<file path="config.mk">
export PLATFORM = sky130hd
export DESIGN_NAME = sess_seq
export DESIGN_NICKNAME = d
export VERILOG_FILES = /design/src/rtl/sess_seq_pkg.sv /design/src/rtl/sess_op_fsm.sv /design/src/rtl/sess_param_store.sv /design/src/rtl/sess_seq.sv
export SDC_FILE = /design/constraint.sdc
export NUM_CORES = 1
export LEC_CHECK = 0
export ABC_AREA = 1
export BUFFER_PORTS_ARGS = -buffer_cell sky130_fd_sc_hd__clkbuf_2
export CORE_AREA = 4 4 362 364
export CTS_BUF_LIST = sky130_fd_sc_hd__clkbuf_8
export DETAILED_ROUTE_END_ITERATION = 12
export DIE_AREA = 0 0 366 368
export GPL_ROUTABILITY_DRIVEN = 0
export GPL_TIMING_DRIVEN = 0
export PLACE_DENSITY = 0.31
export SETUP_SLACK_MARGIN = 0.05
export SYNTH_ARGS = -nofsm -noshare
export SYNTH_HDL_FRONTEND = slang
export SYNTH_HIERARCHICAL = 1
export SYNTH_SLANG_ARGS = --single-unit
</file>
<file path="constraint.sdc">
create_clock -name clk -period 1.5 [get_ports clk]
set_input_delay 0.15 -clock clk [delete_from_list [all_inputs] [get_ports clk]]
set_output_delay 0.15 -clock clk [all_outputs]
set_load 0.05 [all_outputs]
</file>
<file path="src/rtl/sess_seq_pkg.sv">
package sess_seq_pkg;
    localparam int N_SESS = 4;
    localparam int IDX_W  = (N_SESS > 1) ? $clog2(N_SESS) : 1;
    localparam int MAC_W  = 48;
    localparam int IP_W   = 32;
    localparam int PORT_W = 16;

    typedef enum logic [1:0] {ST_IDLE, ST_MSG, ST_LOCAL} op_state_t;

    typedef struct packed {
        logic [IDX_W-1:0] idx;
        logic             opening;
    } op_t;

    function automatic logic [IDX_W-1:0] first_set(input logic [N_SESS-1:0] v);
        logic [IDX_W-1:0] r;
        r = '0;
        for (int i = N_SESS - 1; i >= 0; i--)
            if (v[i]) r = IDX_W'(i);
        return r;
    endfunction
endpackage

</file>
<file path="src/rtl/sess_op_fsm.sv">
module sess_op_fsm
    import sess_seq_pkg::*;
(
    input  logic              clk,
    input  logic              rst,
    input  logic [N_SESS-1:0] en_q,
    input  logic              mcast,
    input  logic              done,
    output logic [N_SESS-1:0] act,
    output logic              busy,
    output logic [IDX_W-1:0]  cur_idx,
    output logic              req,
    output logic              leave
);
    op_state_t         st;
    op_t               op;
    logic [N_SESS-1:0] pending;
    logic [IDX_W-1:0]  pick;

    assign pending = en_q ^ act;
    assign pick    = first_set(pending);

    always_ff @(posedge clk) begin
        if (rst) begin
            st  <= ST_IDLE;
            act <= '0;
            op  <= '0;
        end else begin
            case (st)
                ST_IDLE: if (|pending) begin
                    op.idx     <= pick;
                    op.opening <= en_q[pick];
                    st         <= mcast ? ST_MSG : ST_LOCAL;
                end
                ST_MSG: if (done) begin
                    act[op.idx] <= op.opening;
                    st          <= ST_IDLE;
                end
                ST_LOCAL: begin
                    act[op.idx] <= op.opening;
                    st          <= ST_IDLE;
                end
                default: st <= ST_IDLE;
            endcase
        end
    end

    assign req     = (st == ST_MSG);
    assign leave   = ~op.opening;
    assign busy    = (st != ST_IDLE);
    assign cur_idx = op.idx;

    p_reset_clear_r1: assert property (@(posedge clk) rst |=> (act == '0) && !req);
    p_one_change_r4: assert property (@(posedge clk) disable iff (rst)
        $countones(act ^ $past(act)) <= 1);
    p_req_hold_r5: assert property (@(posedge clk) disable iff (rst)
        (req && !done) |=> req && $stable(cur_idx) && $stable(leave));
    p_mcast_gate_r6: assert property (@(posedge clk) disable iff (rst)
        (mcast && !(req && done)) |=> $stable(act));
    p_no_msg_unicast_r7: assert property (@(posedge clk) disable iff (rst)
        !mcast |-> !req);
endmodule

</file>
<file path="src/rtl/sess_param_store.sv">
module sess_param_store
    import sess_seq_pkg::*;
(
    input  logic                     clk,
    input  logic                     rst,
    input  logic [N_SESS-1:0]        en,
    input  logic [N_SESS-1:0]        en_q,
    input  logic [N_SESS-1:0]        act,
    input  logic                     busy,
    input  logic [IDX_W-1:0]         cur_idx,
    input  logic                     mode_in,
    input  logic [MAC_W-1:0]         mac_in,
    input  logic [IP_W-1:0]          ip_in,
    input  logic [N_SESS*IP_W-1:0]   grp_in,
    input  logic [N_SESS*PORT_W-1:0] lport_in,
    input  logic [N_SESS*IP_W-1:0]   rip_in,
    input  logic [N_SESS*PORT_W-1:0] rport_in,
    output logic                     mode_q,
    output logic [MAC_W-1:0]         mac_q,
    output logic [IP_W-1:0]          ip_q,
    output logic [N_SESS*IP_W-1:0]   grp_q,
    output logic [N_SESS*PORT_W-1:0] lport_q,
    output logic [N_SESS*IP_W-1:0]   rip_q,
    output logic [N_SESS*PORT_W-1:0] rport_q
);
    logic common_load;
    assign common_load = (en_q == '0) && (en != '0) && (act == '0) && !busy;

    always_ff @(posedge clk) begin
        if (rst) begin
            mode_q <= 1'b0;
            mac_q  <= '0;
            ip_q   <= '0;
        end else if (common_load) begin
            mode_q <= mode_in;
            mac_q  <= mac_in;
            ip_q   <= ip_in;
        end
    end

    p_common_hold_r2: assert property (@(posedge clk) disable iff (rst)
        (en_q != '0) |=> $stable(mode_q) && $stable(mac_q) && $stable(ip_q));

    for (genvar i = 0; i < N_SESS; i++) begin : g_sess
        logic load;
        assign load = en[i] && !en_q[i] && !act[i] && !(busy && (cur_idx == IDX_W'(i)));

        always_ff @(posedge clk) begin
            if (rst) begin
                grp_q[i*IP_W +: IP_W]       <= '0;
                lport_q[i*PORT_W +: PORT_W] <= '0;
                rip_q[i*IP_W +: IP_W]       <= '0;
                rport_q[i*PORT_W +: PORT_W] <= '0;
            end else if (load) begin
                grp_q[i*IP_W +: IP_W]       <= grp_in[i*IP_W +: IP_W];
                lport_q[i*PORT_W +: PORT_W] <= lport_in[i*PORT_W +: PORT_W];
                rip_q[i*IP_W +: IP_W]       <= rip_in[i*IP_W +: IP_W];
                rport_q[i*PORT_W +: PORT_W] <= rport_in[i*PORT_W +: PORT_W];
            end
        end

        p_frozen_r3: assert property (@(posedge clk) disable iff (rst)
            act[i] |=> $stable(grp_q[i*IP_W +: IP_W]) && $stable(lport_q[i*PORT_W +: PORT_W])
                       && $stable(rip_q[i*IP_W +: IP_W]) && $stable(rport_q[i*PORT_W +: PORT_W]));
    end
endmodule

</file>
<file path="src/rtl/sess_seq.sv">
module sess_seq
    import sess_seq_pkg::*;
(
    input  logic                     clk,
    input  logic                     rst,
    input  logic [N_SESS-1:0]        sess_en,
    input  logic                     mode_in,
    input  logic [MAC_W-1:0]         own_mac_in,
    input  logic [IP_W-1:0]          own_ip_in,
    input  logic [N_SESS*IP_W-1:0]   grp_ip_in,
    input  logic [N_SESS*PORT_W-1:0] lport_in,
    input  logic [N_SESS*IP_W-1:0]   rip_in,
    input  logic [N_SESS*PORT_W-1:0] rport_in,
    input  logic                     msg_done,
    output logic [N_SESS-1:0]        sess_act,
    output logic                     msg_req,
    output logic [IDX_W-1:0]         msg_idx,
    output logic                     msg_leave,
    output logic                     mcast_mode,
    output logic [MAC_W-1:0]         own_mac,
    output logic [IP_W-1:0]          own_ip,
    output logic [N_SESS*IP_W-1:0]   grp_ip,
    output logic [N_SESS*PORT_W-1:0] lport,
    output logic [N_SESS*IP_W-1:0]   rip,
    output logic [N_SESS*PORT_W-1:0] rport
);
    logic [N_SESS-1:0] en_q;
    logic              busy;

    always_ff @(posedge clk) begin
        if (rst) en_q <= '0;
        else     en_q <= sess_en;
    end

    sess_op_fsm u_fsm (
        .clk(clk), .rst(rst), .en_q(en_q), .mcast(mcast_mode), .done(msg_done),
        .act(sess_act), .busy(busy), .cur_idx(msg_idx), .req(msg_req), .leave(msg_leave)
    );

    sess_param_store u_store (
        .clk(clk), .rst(rst), .en(sess_en), .en_q(en_q), .act(sess_act),
        .busy(busy), .cur_idx(msg_idx), .mode_in(mode_in), .mac_in(own_mac_in),
        .ip_in(own_ip_in), .grp_in(grp_ip_in), .lport_in(lport_in), .rip_in(rip_in),
        .rport_in(rport_in), .mode_q(mcast_mode), .mac_q(own_mac), .ip_q(own_ip),
        .grp_q(grp_ip), .lport_q(lport), .rip_q(rip), .rport_q(rport)
    );

    p_settle_r9: assert property (@(posedge clk) disable iff (rst)
        (sess_act != en_q) && $stable(en_q) && !msg_req |=> (sess_act != $past(sess_act)) || busy);
endmodule

</file>
==> results_dict.tcl <==
set metrics [dict create \
    run_status "complete, but fails checks" \
    violations "setup timing" \
    maxCapViolations 0 \
    skew_ns 0.0403 \
    fin_crit_ns 1.67 \
    die_area_sq_mm 0.135 \
    cts-root-buf "clkbuf_8" \
    portBuffers 944 \
    io_pins 945 \
    drive_gt1_share_pct 41.4 \
    cts_max_level 3 \
    path_clk_slew_ns 0.06 \
    drt_wl_total_um 104000 \
    cp.arrival_ns 2.30 \
    grtUsageTotal_pct 14.9 \
    drt_iter0_drc 710 \
    slew_headroom_pct 22.2 \
    grt_pass1_vias 22346 \
    fp.dieH_um 368 \
    synthTopCellsByArea "dfxtp_1, nor2_1, o21ai_0" \
    vias 21058 \
    cts_sinks 478 \
    syn_inst 2312 \
    synth_seq_cells 478 \
    core_area_sq_mm 0.127 \
    whs_path_depth 4 \
    start_util_pct 13.8 \
    hold_viol 0 \
    ant_nets 0 \
    fin_nets 4395 \
    wl_per_cell_um 18.4 \
    synth.avg_cell_area_sq_um 7.62 \
    critPathCaptureType "register" \
    period_share_pct 111 \
    dr.pass1.iters 5 \
    setup_viol 765 \
    clk_latency_ns 0.76 \
    timing.final.ws_setup_ns -0.166 \
    clockBufferDepth 3 \
    async_flop_share_pct 0 \
    max_slew.worst_pin.slew_ns 1.17 \
    cts_buffers 100 \
    hpwl_um 78000 \
    reg2regPathDepth 8 \
    synth.largest_area_cell "dfxtp_1" \
    synth_most_common_cell "nor2_1" \
    synth.top_cell.area_share_pct 54.3 \
    rows 131 \
    worst-r2r-setup-slack_ns -0.17 \
    crit_fanout 7 \
    syn2layout_area_growth_pct 104 \
    r2r-start "u_fsm/st[1]" \
    synthesis.area_sq_mm 0.0176 \
    critPathKind "reg2reg" \
    power.total_mw 48.1 \
    grt_pass1_wl_um 150000 \
    ys_warn_count 6 \
    antenna_found_initial 10 \
    leakage_nw 16.6 \
    fin_tns_setup_ns -39.11 \
    synth_seq_area_share_pct 54.3 \
    holdPathEnd "u_store/lport_q[43]" \
    grt-ovfl-total 0 \
    required_ns 2.14 \
    cts_tree "built" \
    fmax_mhz 600 \
    irDropWorstVdd_mv 0.606 \
    rsz0062_at_grt "yes" \
    preCtsSetupSlack_ns -1.46 \
    remaining_drc_errors 0 \
    synth_edf_count 0 \
    fp.dieW_um 366 \
    ys_types 25 \
    synthFlopType "dfxtp_1" \
    drt-vias-per-instance 3.72 \
    synth_nets 2784 \
    grt_max_degree 15 \
    holdCritPathClass "in2reg" \
    synthTopCellsByCount "nor2_1, dfxtp_1, o21ai_0" \
    r2r-end "u_store/grp_q[114]" \
    cellPowerDensity_mw_per_mm2 1340 \
    hold_slack_ns 0.168 \
    drv_slew 0 \
    start_kind "register" \
    hold_start "lport_in[43]" \
]
[worst max path at each step]
stage / from / endpoint / slack [ns] / cells past startpoint
2_1_floorplan: u_fsm/st[1] / u_store/mode_q / 0.05 / 8
3_3_place_gp: rst / u_store/rip_q[27] / -2.09 / 6
3_5_place_dp: rst / u_store/rip_q[27] / -1.46 / 6
4_1_cts: u_fsm/st[0] / msg_req / -0.25 / 3
5_1_grt: u_fsm/cur_idx[0] / msg_idx[0] / -0.23 / 2
6_report: u_fsm/st[1] / u_store/grp_q[114] / -0.17 / 8
[registers in the layout, summed over array words and instances, names as in the netlist]
name,count
en_q,4
u_fsm/act,4
u_fsm/cur_idx,2
u_fsm/op,1
u_fsm/st,2
u_store/grp_q,128
u_store/ip_q,32
u_store/lport_q,64
u_store/mac_q,48
u_store/mode_q,1
u_store/rip_q,128
u_store/rport_q,64
[report_power, final]
part	switching (mW)	internal, mW	leakage, nW	total, mW
combinational	11.7	7.04	11.5	18.8
sequential	1.17	14.4	3.99	15.6
clock	6.35	7.35	1.10	13.7
[cell usage in the layout (no fill, tap or decap), types with 3 or more instances in the layout]
cell type / n
nor2_1: 580
inv_1: 234
a21oi_2: 3
buf_12: 51
clkbuf_2: 875
nand3_4: 3
nor2_2: 125
dfxtp_2: 38
buf_2: 10
a21oi_1: 101
buf_4: 39
o21ai_0: 236
diode_2: 7
clkbuf_4: 11
buf_16: 18
dfxtp_4: 31
nor2_4: 54
o21ai_4: 13
clkinv_2: 7
buf_8: 41
nand3_1: 94
inv_2: 3
dfxtp_1: 409
clkbuf_1: 45
buf_6: 39
clkinv_8: 3
inv_6: 3
nand2_1: 103
dlygate4sd3_1: 475
clkbuf_16: 51
o21ai_2: 85
clkbuf_8: 126
o21ai_1: 55
[worst max-delay path, stage by stage (launching register included)]
cell and delay, ns:
dfxtp_4 0.36, nor2_4 0.14, inv_4 0.08, nand3_2 0.09
nand3_4 0.16, buf_12 0.21, bufbuf_16 0.27, o21ai_0 0.17
a21oi_1 0.06
[layout make-up]
type                       instances  area, sq um
inverter                         209          830
multi-input combinational       1467         7600
clock inverter                    48          282
buffer                           150         1520
antenna                            7         17.5
clock buffer                     117         1610
timing repair buffer            1517        12200
tap                             1662         2080
sequential                       478         9730
fill                           14111        91400
[cells by family (layout without fill, tap and decap cells)]
group                  Yosys count  in the layout  share of synthesized area [%]
AND/OR/NAND/NOR                972            972                           21.8
buffers and inverters          367           2041                           9.69
AO/OA/AOI/OAI                  493            493                           14.1
flip-flops                     478            478                           54.3
other                            0              7                              0
XOR/XNOR                         2              2                          0.185
[routing by layer]
| layer | track usage, % | wire length (um) |
|---|---|---|
| met1 | 16.0 | 40400 |
| met2 | 26.7 | 52100 |
| met3 | 4.93 | 7000 |
| met4 | 6.28 | 4420 |
| met5 | 0 | 13 |
[per-stage QoR]
stage          instances  util, %  instance area (sq um)
3_5_place_dp        4918     19.2                  24400
2_1_floorplan       2312        -                  17600
5_1_grt             5654     28.2                  35900
4_1_cts             5646     27.3                  34800
6_report            5655     28.2                  35900
3_3_place_gp        4918     19.2                  24400
[timing repair]
| action | CTS | global route |
|---|---|---|
| pin swaps | 84 | 69 |
| cloned | 31 | 9 |
| resized for setup | 630 | 505 |
| setup endpoints to repair | 938 | 940 |
| buffers inserted | 60 | 10 |
| hold buffers | 475 | 0 |
| endpoints found under the hold margin | 478 | 0 |
(Power assumes the default switching activity.)
